**config.mk**
```make
export PLATFORM = sky130hd
export DESIGN_NAME = i2c_regptr_target
export DESIGN_NICKNAME = d
export VERILOG_FILES = /design/src/rtl/i2c_tgt_pkg.sv /design/src/rtl/i2c_line_sync.sv /design/src/rtl/i2c_byte_engine.sv /design/src/rtl/i2c_ptr_regfile.sv /design/src/rtl/i2c_regptr_target.sv
export SDC_FILE = /design/constraint.sdc
export NUM_CORES = 1
export LEC_CHECK = 0
export ABC_AREA = 1
export ABC_CLOCK_PERIOD_IN_PS = 1700
export BUFFER_PORTS_ARGS = -buffer_cell sky130_fd_sc_hd__buf_2
export CORE_ASPECT_RATIO = 2
export CORE_UTILIZATION = 53
export CTS_BUF_LIST = sky130_fd_sc_hd__clkbuf_8
export DETAILED_ROUTE_END_ITERATION = 6
export PLACE_DENSITY = 0.79
export SKIP_CTS_REPAIR_TIMING = 1
export SLEW_MARGIN = 10
export SYNTH_ARGS = -nofsm -noshare
export SYNTH_HDL_FRONTEND = slang
export SYNTH_SLANG_ARGS = --single-unit
```
**constraint.sdc**
```tcl
create_clock -name clk -period 1.7 [get_ports clk]
set_input_delay 0.255 -clock clk [delete_from_list [all_inputs] [get_ports clk]]
set_output_delay 0.255 -clock clk [all_outputs]
set_load 0.05 [all_outputs]
```
**src/rtl/i2c_tgt_pkg.sv**
```systemverilog
package i2c_tgt_pkg;
  localparam int BYTE_W = 8;

  typedef enum logic [2:0] {
    PH_IDLE,
    PH_ADDR,
    PH_PTR,
    PH_WDATA,
    PH_RDATA
  } phase_t;
endpackage

```
**src/rtl/i2c_line_sync.sv**
```systemverilog
module i2c_line_sync #(
  parameter int STAGES = 2
) (
  input  logic clk,
  input  logic rst_n,
  input  logic scl_i,
  input  logic sda_i,
  output logic scl_s,
  output logic sda_s,
  output logic scl_rise,
  output logic scl_fall,
  output logic start_det,
  output logic stop_det
);
  logic [STAGES-1:0] scl_pipe, sda_pipe;
  logic scl_q, sda_q;

  always_ff @(posedge clk or negedge rst_n) begin
    if (!rst_n) begin
      scl_pipe <= '1;
      sda_pipe <= '1;
      scl_q    <= 1'b1;
      sda_q    <= 1'b1;
    end else begin
      scl_pipe <= {scl_pipe[STAGES-2:0], scl_i};
      sda_pipe <= {sda_pipe[STAGES-2:0], sda_i};
      scl_q    <= scl_pipe[STAGES-1];
      sda_q    <= sda_pipe[STAGES-1];
    end
  end

  assign scl_s     = scl_pipe[STAGES-1];
  assign sda_s     = sda_pipe[STAGES-1];
  assign scl_rise  = scl_s & ~scl_q;
  assign scl_fall  = ~scl_s & scl_q;
  assign start_det = scl_s & scl_q & sda_q & ~sda_s;
  assign stop_det  = scl_s & scl_q & ~sda_q & sda_s;
endmodule

```
**src/rtl/i2c_byte_engine.sv**
```systemverilog
module i2c_byte_engine
  import i2c_tgt_pkg::*;
#(
  parameter logic [6:0] TGT_ADDR = 7'h2A
) (
  input  logic              clk,
  input  logic              rst_n,
  input  logic              sda_s,
  input  logic              scl_rise,
  input  logic              scl_fall,
  input  logic              start_det,
  input  logic              stop_det,
  input  logic [BYTE_W-1:0] rd_data,
  output logic              ptr_ld,
  output logic              wr_en,
  output logic [BYTE_W-1:0] rx_byte,
  output logic              rd_take,
  output logic              drive_low,
  output logic              idle
);
  localparam int CNT_W = $clog2(BYTE_W + 1);
  localparam logic [CNT_W-1:0] FULL = CNT_W'(BYTE_W);

  phase_t            phase;
  logic [CNT_W-1:0]  cnt;
  logic              ackph;
  logic              rd_dir;
  logic [BYTE_W-1:0] sh;
  logic [BYTE_W-1:0] tx;

  always_ff @(posedge clk or negedge rst_n) begin
    if (!rst_n) begin
      phase     <= PH_IDLE;
      cnt       <= '0;
      ackph     <= 1'b0;
      rd_dir    <= 1'b0;
      sh        <= '0;
      tx        <= '0;
      drive_low <= 1'b0;
      ptr_ld    <= 1'b0;
      wr_en     <= 1'b0;
      rd_take   <= 1'b0;
    end else begin
      ptr_ld  <= 1'b0;
      wr_en   <= 1'b0;
      rd_take <= 1'b0;
      if (start_det || stop_det) begin
        phase     <= start_det ? PH_ADDR : PH_IDLE;
        cnt       <= '0;
        ackph     <= 1'b0;
        rd_dir    <= 1'b0;
        drive_low <= 1'b0;
      end else if (phase != PH_IDLE) begin
        if (scl_rise) begin
          if (phase == PH_RDATA) begin
            if (ackph) begin
              if (sda_s) begin
                phase <= PH_IDLE;
                ackph <= 1'b0;
              end
            end else if (cnt < FULL) begin
              cnt <= cnt + 1'b1;
            end
          end else if (!ackph && cnt < FULL) begin
            sh  <= {sh[BYTE_W-2:0], sda_s};
            cnt <= cnt + 1'b1;
          end
        end else if (scl_fall) begin
          if (phase == PH_RDATA) begin
            if (ackph) begin
              ackph     <= 1'b0;
              cnt       <= '0;
              tx        <= rd_data;
              rd_take   <= 1'b1;
              drive_low <= ~rd_data[BYTE_W-1];
            end else if (cnt < FULL) begin
              tx        <= {tx[BYTE_W-2:0], 1'b0};
              drive_low <= ~tx[BYTE_W-2];
            end else begin
              drive_low <= 1'b0;
              ackph     <= 1'b1;
            end
          end else if (ackph) begin
            ackph <= 1'b0;
            cnt   <= '0;
            if (rd_dir) begin
              phase     <= PH_RDATA;
              tx        <= rd_data;
              rd_take   <= 1'b1;
              drive_low <= ~rd_data[BYTE_W-1];
            end else begin
              drive_low <= 1'b0;
            end
          end else if (cnt == FULL) begin
            unique case (phase)
              PH_ADDR: begin
                if (sh[BYTE_W-1:1] == TGT_ADDR) begin
                  ackph     <= 1'b1;
                  drive_low <= 1'b1;
                  rd_dir    <= sh[0];
                  if (!sh[0]) phase <= PH_PTR;
                end else begin
                  phase <= PH_IDLE;
                end
              end
              PH_PTR: begin
                ackph     <= 1'b1;
                drive_low <= 1'b1;
                ptr_ld    <= 1'b1;
                phase     <= PH_WDATA;
              end
              PH_WDATA: begin
                ackph     <= 1'b1;
                drive_low <= 1'b1;
                wr_en     <= 1'b1;
              end
              default: phase <= PH_IDLE;
            endcase
          end
        end
      end
    end
  end

  assign rx_byte = sh;
  assign idle    = (phase == PH_IDLE);
endmodule

```
**src/rtl/i2c_ptr_regfile.sv**
```systemverilog
module i2c_ptr_regfile
  import i2c_tgt_pkg::*;
#(
  parameter int NREGS = 16
) (
  input  logic                    clk,
  input  logic                    rst_n,
  input  logic                    ptr_ld,
  input  logic                    wr_en,
  input  logic [BYTE_W-1:0]       wr_byte,
  input  logic                    rd_take,
  output logic [BYTE_W-1:0]       rd_data,
  output logic [$clog2(NREGS+1)-1:0] ptr_o,
  output logic [NREGS*BYTE_W-1:0] regs_o
);
  localparam int PTR_W = $clog2(NREGS + 1);
  localparam int IDX_W = $clog2(NREGS);
  localparam logic [PTR_W-1:0] PARK = PTR_W'(NREGS);

  logic [PTR_W-1:0]  ptr;
  logic [BYTE_W-1:0] mem [NREGS];
  logic              in_range;

  assign in_range = (ptr < PARK);

  always_ff @(posedge clk or negedge rst_n) begin
    if (!rst_n) begin
      ptr <= '0;
    end else if (ptr_ld) begin
      ptr <= (int'(wr_byte) < NREGS) ? PTR_W'(wr_byte) : PARK;
    end else if ((wr_en || rd_take) && in_range) begin
      ptr <= ptr + 1'b1;
    end
  end

  for (genvar k = 0; k < NREGS; k++) begin : g_reg
    always_ff @(posedge clk or negedge rst_n) begin
      if (!rst_n) mem[k] <= '0;
      else if (wr_en && ptr == PTR_W'(k)) mem[k] <= wr_byte;
    end
    assign regs_o[k*BYTE_W +: BYTE_W] = mem[k];
  end

  assign rd_data = in_range ? mem[ptr[IDX_W-1:0]] : '0;
  assign ptr_o   = ptr;
endmodule

```
**src/rtl/i2c_regptr_target.sv**
```systemverilog
module i2c_regptr_target
  import i2c_tgt_pkg::*;
#(
  parameter logic [6:0] TGT_ADDR    = 7'h2A,
  parameter int         NREGS       = 16,
  parameter int         SYNC_STAGES = 2
) (
  input  logic                    clk,
  input  logic                    rst_n,
  input  logic                    scl_i,
  input  logic                    sda_i,
  output logic                    sda_oe_n,
  output logic [NREGS*BYTE_W-1:0] regs_o
);
  localparam int PTR_W = $clog2(NREGS + 1);

  logic scl_s, sda_s, scl_rise, scl_fall, start_det, stop_det;
  logic ptr_ld, wr_en, rd_take, drive_low, eng_idle;
  logic [BYTE_W-1:0] rx_byte, rd_data;
  logic [PTR_W-1:0]  ptr;

  i2c_line_sync #(.STAGES(SYNC_STAGES)) u_sync (
    .clk(clk), .rst_n(rst_n), .scl_i(scl_i), .sda_i(sda_i),
    .scl_s(scl_s), .sda_s(sda_s), .scl_rise(scl_rise), .scl_fall(scl_fall),
    .start_det(start_det), .stop_det(stop_det)
  );

  i2c_byte_engine #(.TGT_ADDR(TGT_ADDR)) u_eng (
    .clk(clk), .rst_n(rst_n), .sda_s(sda_s), .scl_rise(scl_rise),
    .scl_fall(scl_fall), .start_det(start_det), .stop_det(stop_det),
    .rd_data(rd_data), .ptr_ld(ptr_ld), .wr_en(wr_en), .rx_byte(rx_byte),
    .rd_take(rd_take), .drive_low(drive_low), .idle(eng_idle)
  );

  i2c_ptr_regfile #(.NREGS(NREGS)) u_rf (
    .clk(clk), .rst_n(rst_n), .ptr_ld(ptr_ld), .wr_en(wr_en),
    .wr_byte(rx_byte), .rd_take(rd_take), .rd_data(rd_data),
    .ptr_o(ptr), .regs_o(regs_o)
  );

  assign sda_oe_n = ~drive_low;
endmodule

```
# After elaboration in Yosys (flattened, before gate mapping)
# Cells that the tools add are included.
[op_classes]
add_sub_neg = 2
magnitude_cmp = 4
eq_ne = 35
muxes = 95
bitwise_logic = 18
n_reduce_logical = 45
[op_table]
columns = ["op", "count"]
rows = [
  ["$mux 1", 58],
  ["$eq 5x4->1 const B", 8],
  ["$mux 3", 13],
  ["$mux 4", 9],
  ["$mux 7", 5],
  ["$bmux 8 s4", 1],
  ["$mux 8", 3],
  ["$eq 5x3->1 const B", 4],
  ["$logic_and 1x1->1", 18],
  ["$reduce_bool 2->1", 9],
  ["$mux 5", 3],
  ["$ne 3x1->1 const B", 4],
  ["$reduce_and 6->1", 2],
  ["$reduce_bool 3->1", 4],
  ["$eq 5x2->1 const B", 2],
  ["$not 1->1", 10],
  ["$reduce_and 10->1", 1],
  ["$pmux 3 s3", 1],
  ["$lt 8x5->1 const B", 1],
  ["$ne 4x4->1 const B", 2],
  ["$reduce_and 8->1", 1],
  ["$and 1x1->1", 7],
  ["$eq 7x6->1 const B", 1],
  ["$reduce_and 7->1", 1],
  ["other kinds (27)", 31],
]
[totals]
ff_bits = 167
output_inout_bits = 129
word_cells = 230

# Depth between registers and ports, before layout
[logic_depth]
depth_word = 13
depth_mapped = 12
ltp_nobuf = 11

# Modules after synthesis
# From an unflattened synthesis, not the netlist that was laid out.
[hier_totals]
cells_unflattened = 1195
area_unflattened_um2 = 9051.2
[by_module_without_submodules]
columns = ["mod", "n_inst", "cells_each", "area_each_um2"]
rows = [
  ["i2c_ptr_regfile", 1, 935, 7065.5],
  ["i2c_byte_engine", 1, 242, 1783.0],
  ["i2c_line_sync", 1, 17, 198.9],
  ["i2c_regptr_target", 1, 1, 3.8],
]

# Worst setup path before layout
# Ideal clock, no wire load.
[synth_timing]
path_kind = "reg-to-reg"
from = "register u_rf.ptr[0] (netlist: u_rf.ptr_o[0])"
to = "register u_rf.mem (netlist bit u_rf.regs_o[5])"
arrival_time_ns = 1.665
path_slack_ns = -0.042
stages_incl_launch_ff = 10
path_buffers = 3
path_cell_list = "dfrtp_1 > buf_2 > inv_2 > buf_2 > ha_1 > nand2_2 > nor2_4 > buf_2 > nor2_1 > a21oi_1"
[synth_between]
elab_chain_cells = 2
[synth_lines]
columns = ["element", "line_no", "rtl"]
rows = [
  ["from (decl)", "i2c_ptr_regfile.sv:20", "logic [PTR_W-1:0] ptr;"],
  ["from (signal assigned)", "i2c_ptr_regfile.sv:30", "ptr <= (int'(wr_byte) < NREGS) ? PTR_W'(wr_byte) : PARK;"],
  ["from (signal assigned)", "i2c_ptr_regfile.sv:32", "ptr <= ptr + 1'b1;"],
  ["$logic_not 5->1", "i2c_ptr_regfile.sv:39", "else if (wr_en && ptr == PTR_W'(k)) mem[k] <= wr_byte;"],
  ["$logic_and 1x1->1", "i2c_ptr_regfile.sv:39", ""],
  ["to (signal, indexed assignment)", "i2c_ptr_regfile.sv:39", ""],
  ["to (decl)", "i2c_ptr_regfile.sv:21", "logic [BYTE_W-1:0] mem [NREGS];"],
]
# Every way passes these cells.
# A chain may end at the register's enable or synchronous reset.

# Worst setup path in the final report
[layout_timing]
from = "register u_sync.sda_pipe[1]"
to = "register u_eng.drive_low"
[layout_between]
elab_chain_cells = 5
[layout_lines]
columns = ["element", "line_no", "rtl"]
rows = [
  ["from (decl)", "i2c_line_sync.sv:15", "logic [STAGES-1:0] scl_pipe, sda_pipe;"],
  ["from (signal assigned)", "i2c_line_sync.sv:26", "sda_pipe <= {sda_pipe[STAGES-2:0], sda_i};"],
  ["$not 1->1", "i2c_line_sync.sv:36", "assign start_det = scl_s & scl_q & sda_q & ~sda_s;"],
  ["$and 1x1->1", "i2c_line_sync.sv:36", ""],
  ["$logic_or 1x1->1 (*)", "i2c_byte_engine.sv:47", "if (start_det || stop_det) begin"],
  ["$ne 5x1->1 (no source line) (tied with other cells)", "--", ""],
  ["$reduce_and 6->1 (no source line)", "--", ""],
  ["to (signal assigned)", "i2c_byte_engine.sv:75", "drive_low <= ~rd_data[BYTE_W-1];"],
  ["to (signal assigned)", "i2c_byte_engine.sv:78", "drive_low <= ~tx[BYTE_W-2];"],
  ["to (signal assigned)", "i2c_byte_engine.sv:90", "drive_low <= ~rd_data[BYTE_W-1];"],
  ["to (decl)", "i2c_byte_engine.sv:18", "output logic drive_low,"],
]
# Every way passes the cells marked *; elsewhere a longest branch is shown, timed or not.

==> qor.txt <==
Multi-input logic area: 3450 µm²
Fmax: 605 MHz
Worst endpoint required time: 2.07 ns
CTS H-tree lvls: 4
DRT iter0 DRCs: 699
DRC: 0
Clock sinks: 167
Synth top area share: 49.0%
Tightest Pin Transition: 0.598 ns
Final Hold Fails: 0
IR drop worst, VDD: 0.486 mV
Drt pass-1 iters: 5
Worst EP arrival: 2.02 ns
Crit share post-route: 97.2%
Hold Crit Class: in -> async
Dpl cells: 1,332
Layout Cells excl Fill: 1,386
Minimum clock period: 1.65 ns
Syn Nets: 1,020
Num CTS Buffers: 17
DIE WIDTH: 90.1 µm
FF+latch count, synth: 167
Ys flop type: dfrtp_1
Fin. max-slew vios: 0
Mapped Cells: 1,009
Hold WS: 0.313 ns
Top-count cell post-synth: nand2_1
CTS tree: built
Core Box Area: 15,200 µm²
Fin util: 66.8%
Clock Latency Late Sink: 0.47 ns
Status: finished, final reports clean
Area leader, netlist: dfrtp_1
Top cells by count, synth: nand2_1, dfrtp_1, o21ai_0
Die ar.: 16,100 µm²
Die height: 178 µm
Ratio of cells with drive above 1 in the final layout: 26.0%
Clock Skew: 0.00981 ns
Avg WL per Cell: 17.9 µm
Vias per cell: 5.53
Yosys cell types: 37
Diode count: 0
Lkg Pwr: 5.13 nW
Setup-failing EPs final: 0
Vias post-DR: 7,663
Boundary pin count: 133
Synth top area cells: dfrtp_1, nand2_1, o21ai_0
P per Cell Area: 733 nW/µm²
Mean Syn Cell Area: 8.16 µm²
Synth Cell Area: 8230 µm²
Grt total ovfl: 0
Worst Setup Start Kind: flop
CTS Buffer Depth: 2
Cell Area, Placed: 9340 µm²
DP HPWL: 17.6 mm
First-pass GRT wire length: 37.5 mm
Number of antenna violations at the first check in global routing: 0
Filler cells: 1,277
WS Path Type: reg -> reg
EDFF count, synth: 0
MaxCap Viol Count: 0
Routed Antenna Nets: 0
Placer Congestion: 0.986
CP Capture Type: flop
Clock-pin slew on the worst setup and hold paths: 0.09 ns
Final instance area: 10,200 µm²
Standard-cell row count: 64
WL final: 24.9 mm
Asr flop ratio synth: 100%
Yosys warns: 0
RSZ-0062 raised after global routing: true
Nets: 1,186
Layout area overhead: 23.6%
GRT Total Usage: 31.1%
Critical-path maximum fanout: 4
Sequential cell area: 4190 µm²
Starting Density: 54.1%
Pin count of the biggest net entering global routing: 109
Sequential fraction of the synthesis area: 50.9%
Worst slew margin: 60.1%
Tot Pwr: 7.46 mW
Root buffer cell: clkbuf_8
Vias in the first global route: 7,178
I/O Buffers: 132
kinds of logic after synthesis:
| family | after synthesis | synth area share [%] |
|---|---|---|
| adder cells (fa/ha/maj) | 7 | 1.06 |
| buffers and inverters | 156 | 8.53 |
| flip-flops | 167 | 50.9 |
| AO/OA/AOI/OAI | 286 | 18.3 |
| XOR/XNOR | 2 | 0.213 |
| AND/OR/NAND/NOR | 391 | 21.0 |
state kept, by name, indices dropped and copies added (netlist names):
signal           cells
u_sync.sda_pipe      2
u_eng.wr_en          1
u_rf.ptr_o           5
u_eng.cnt            4
u_eng.ackph          1
u_eng.rd_take        1
u_eng.ptr_ld         1
u_eng.phase          3
u_eng.tx             7
u_eng.rx_byte        8
u_sync.sda_q         1
u_eng.drive_low      1
u_sync.scl_q         1
u_eng.rd_dir         1
u_sync.scl_pipe      2
u_rf.regs_o        128
where the power goes:
| part | leakage (nW) | total (mW) | internal [mW] | switching (mW) |
|---|---|---|---|---|
| Sequential | 2.31 | 4.03 | 4.00 | 0.0229 |
| Clock | 0.202 | 3.05 | 1.50 | 1.54 |
| Combinational | 2.62 | 0.387 | 0.115 | 0.272 |
cell usage in the layout (no fill, tap or decap), types with 18 or more instances in the layout:
cell type  count
a21oi_1      113
nand2_1      214
buf_2        131
buf_4         47
dfrtp_1      158
o21ai_0      118
nor2_1       105
o211ai_1      22
inv_1         82
o21ai_1       20
clkbuf_8      18
path summary, 6_finish.rpt:
path	start	endpoint	slack, ns	cells past startpoint
hold reg to reg	u_sync.sda_pipe[0]$_DFF_PN1_	u_sync.sda_pipe[1]$_DFF_PN1_	0.36	0
setup / recovery	u_sync.sda_pipe[1]$_DFF_PN1_	u_eng.drive_low$_DFFE_PN0P_	0.05	12
max in group asynchronous	rst_n	u_rf.regs_o[82]$_DFFE_PN0P_	0.84	3
setup reg to reg	u_sync.sda_pipe[1]$_DFF_PN1_	u_eng.drive_low$_DFFE_PN0P_	0.05	12
min in group clk	u_sync.sda_pipe[0]$_DFF_PN1_	u_sync.sda_pipe[1]$_DFF_PN1_	0.36	0
hold / removal	rst_n	u_eng.cnt[2]$_DFFE_PN0P_	0.31	3
per-layer routing:
layer / vias up / global-route usage [%] / wire length (µm)
met4: 0 / 21.2 / 1550
met5: - / 0 / 0
met1: 3632 / 33.3 / 8730
met3: 92 / 5.50 / 1330
li1: 3615 / - / -
met2: 324 / 55.7 / 13300
critical path: stages, from the launching register on:
cell and delay (ns):
dfstp_2 0.56, inv_2 0.05, nand2_2 0.07, nand2_2 0.07, nand2_4 0.13, clkbuf_16 0.16
inv_4 0.03, nor3_4 0.16, nand2_1 0.09, nand3_2 0.08, nor2_1 0.04, nand2_1 0.05
nand2_1 0.05
metrics by stage:
step / TNS, ns / worst slack, ns
after detailed placement: -0.0447 / -0.0159
final: 0 / 0.0476
after global placement: 0 / 0.0279
after global routing: -0.179 / -0.0532
after floorplan: 0 / 0.000170
after CTS: -0.0846 / -0.0238
layout make-up:
class,instances,area share (%)
tap,198,2.44
inverter,100,3.88
clock inverter,14,1.71
multi-input combinational,686,34.0
clock buffer,18,2.44
timing repair buffer,203,14.4
sequential,167,41.2
(Power assumes the default switching activity.)
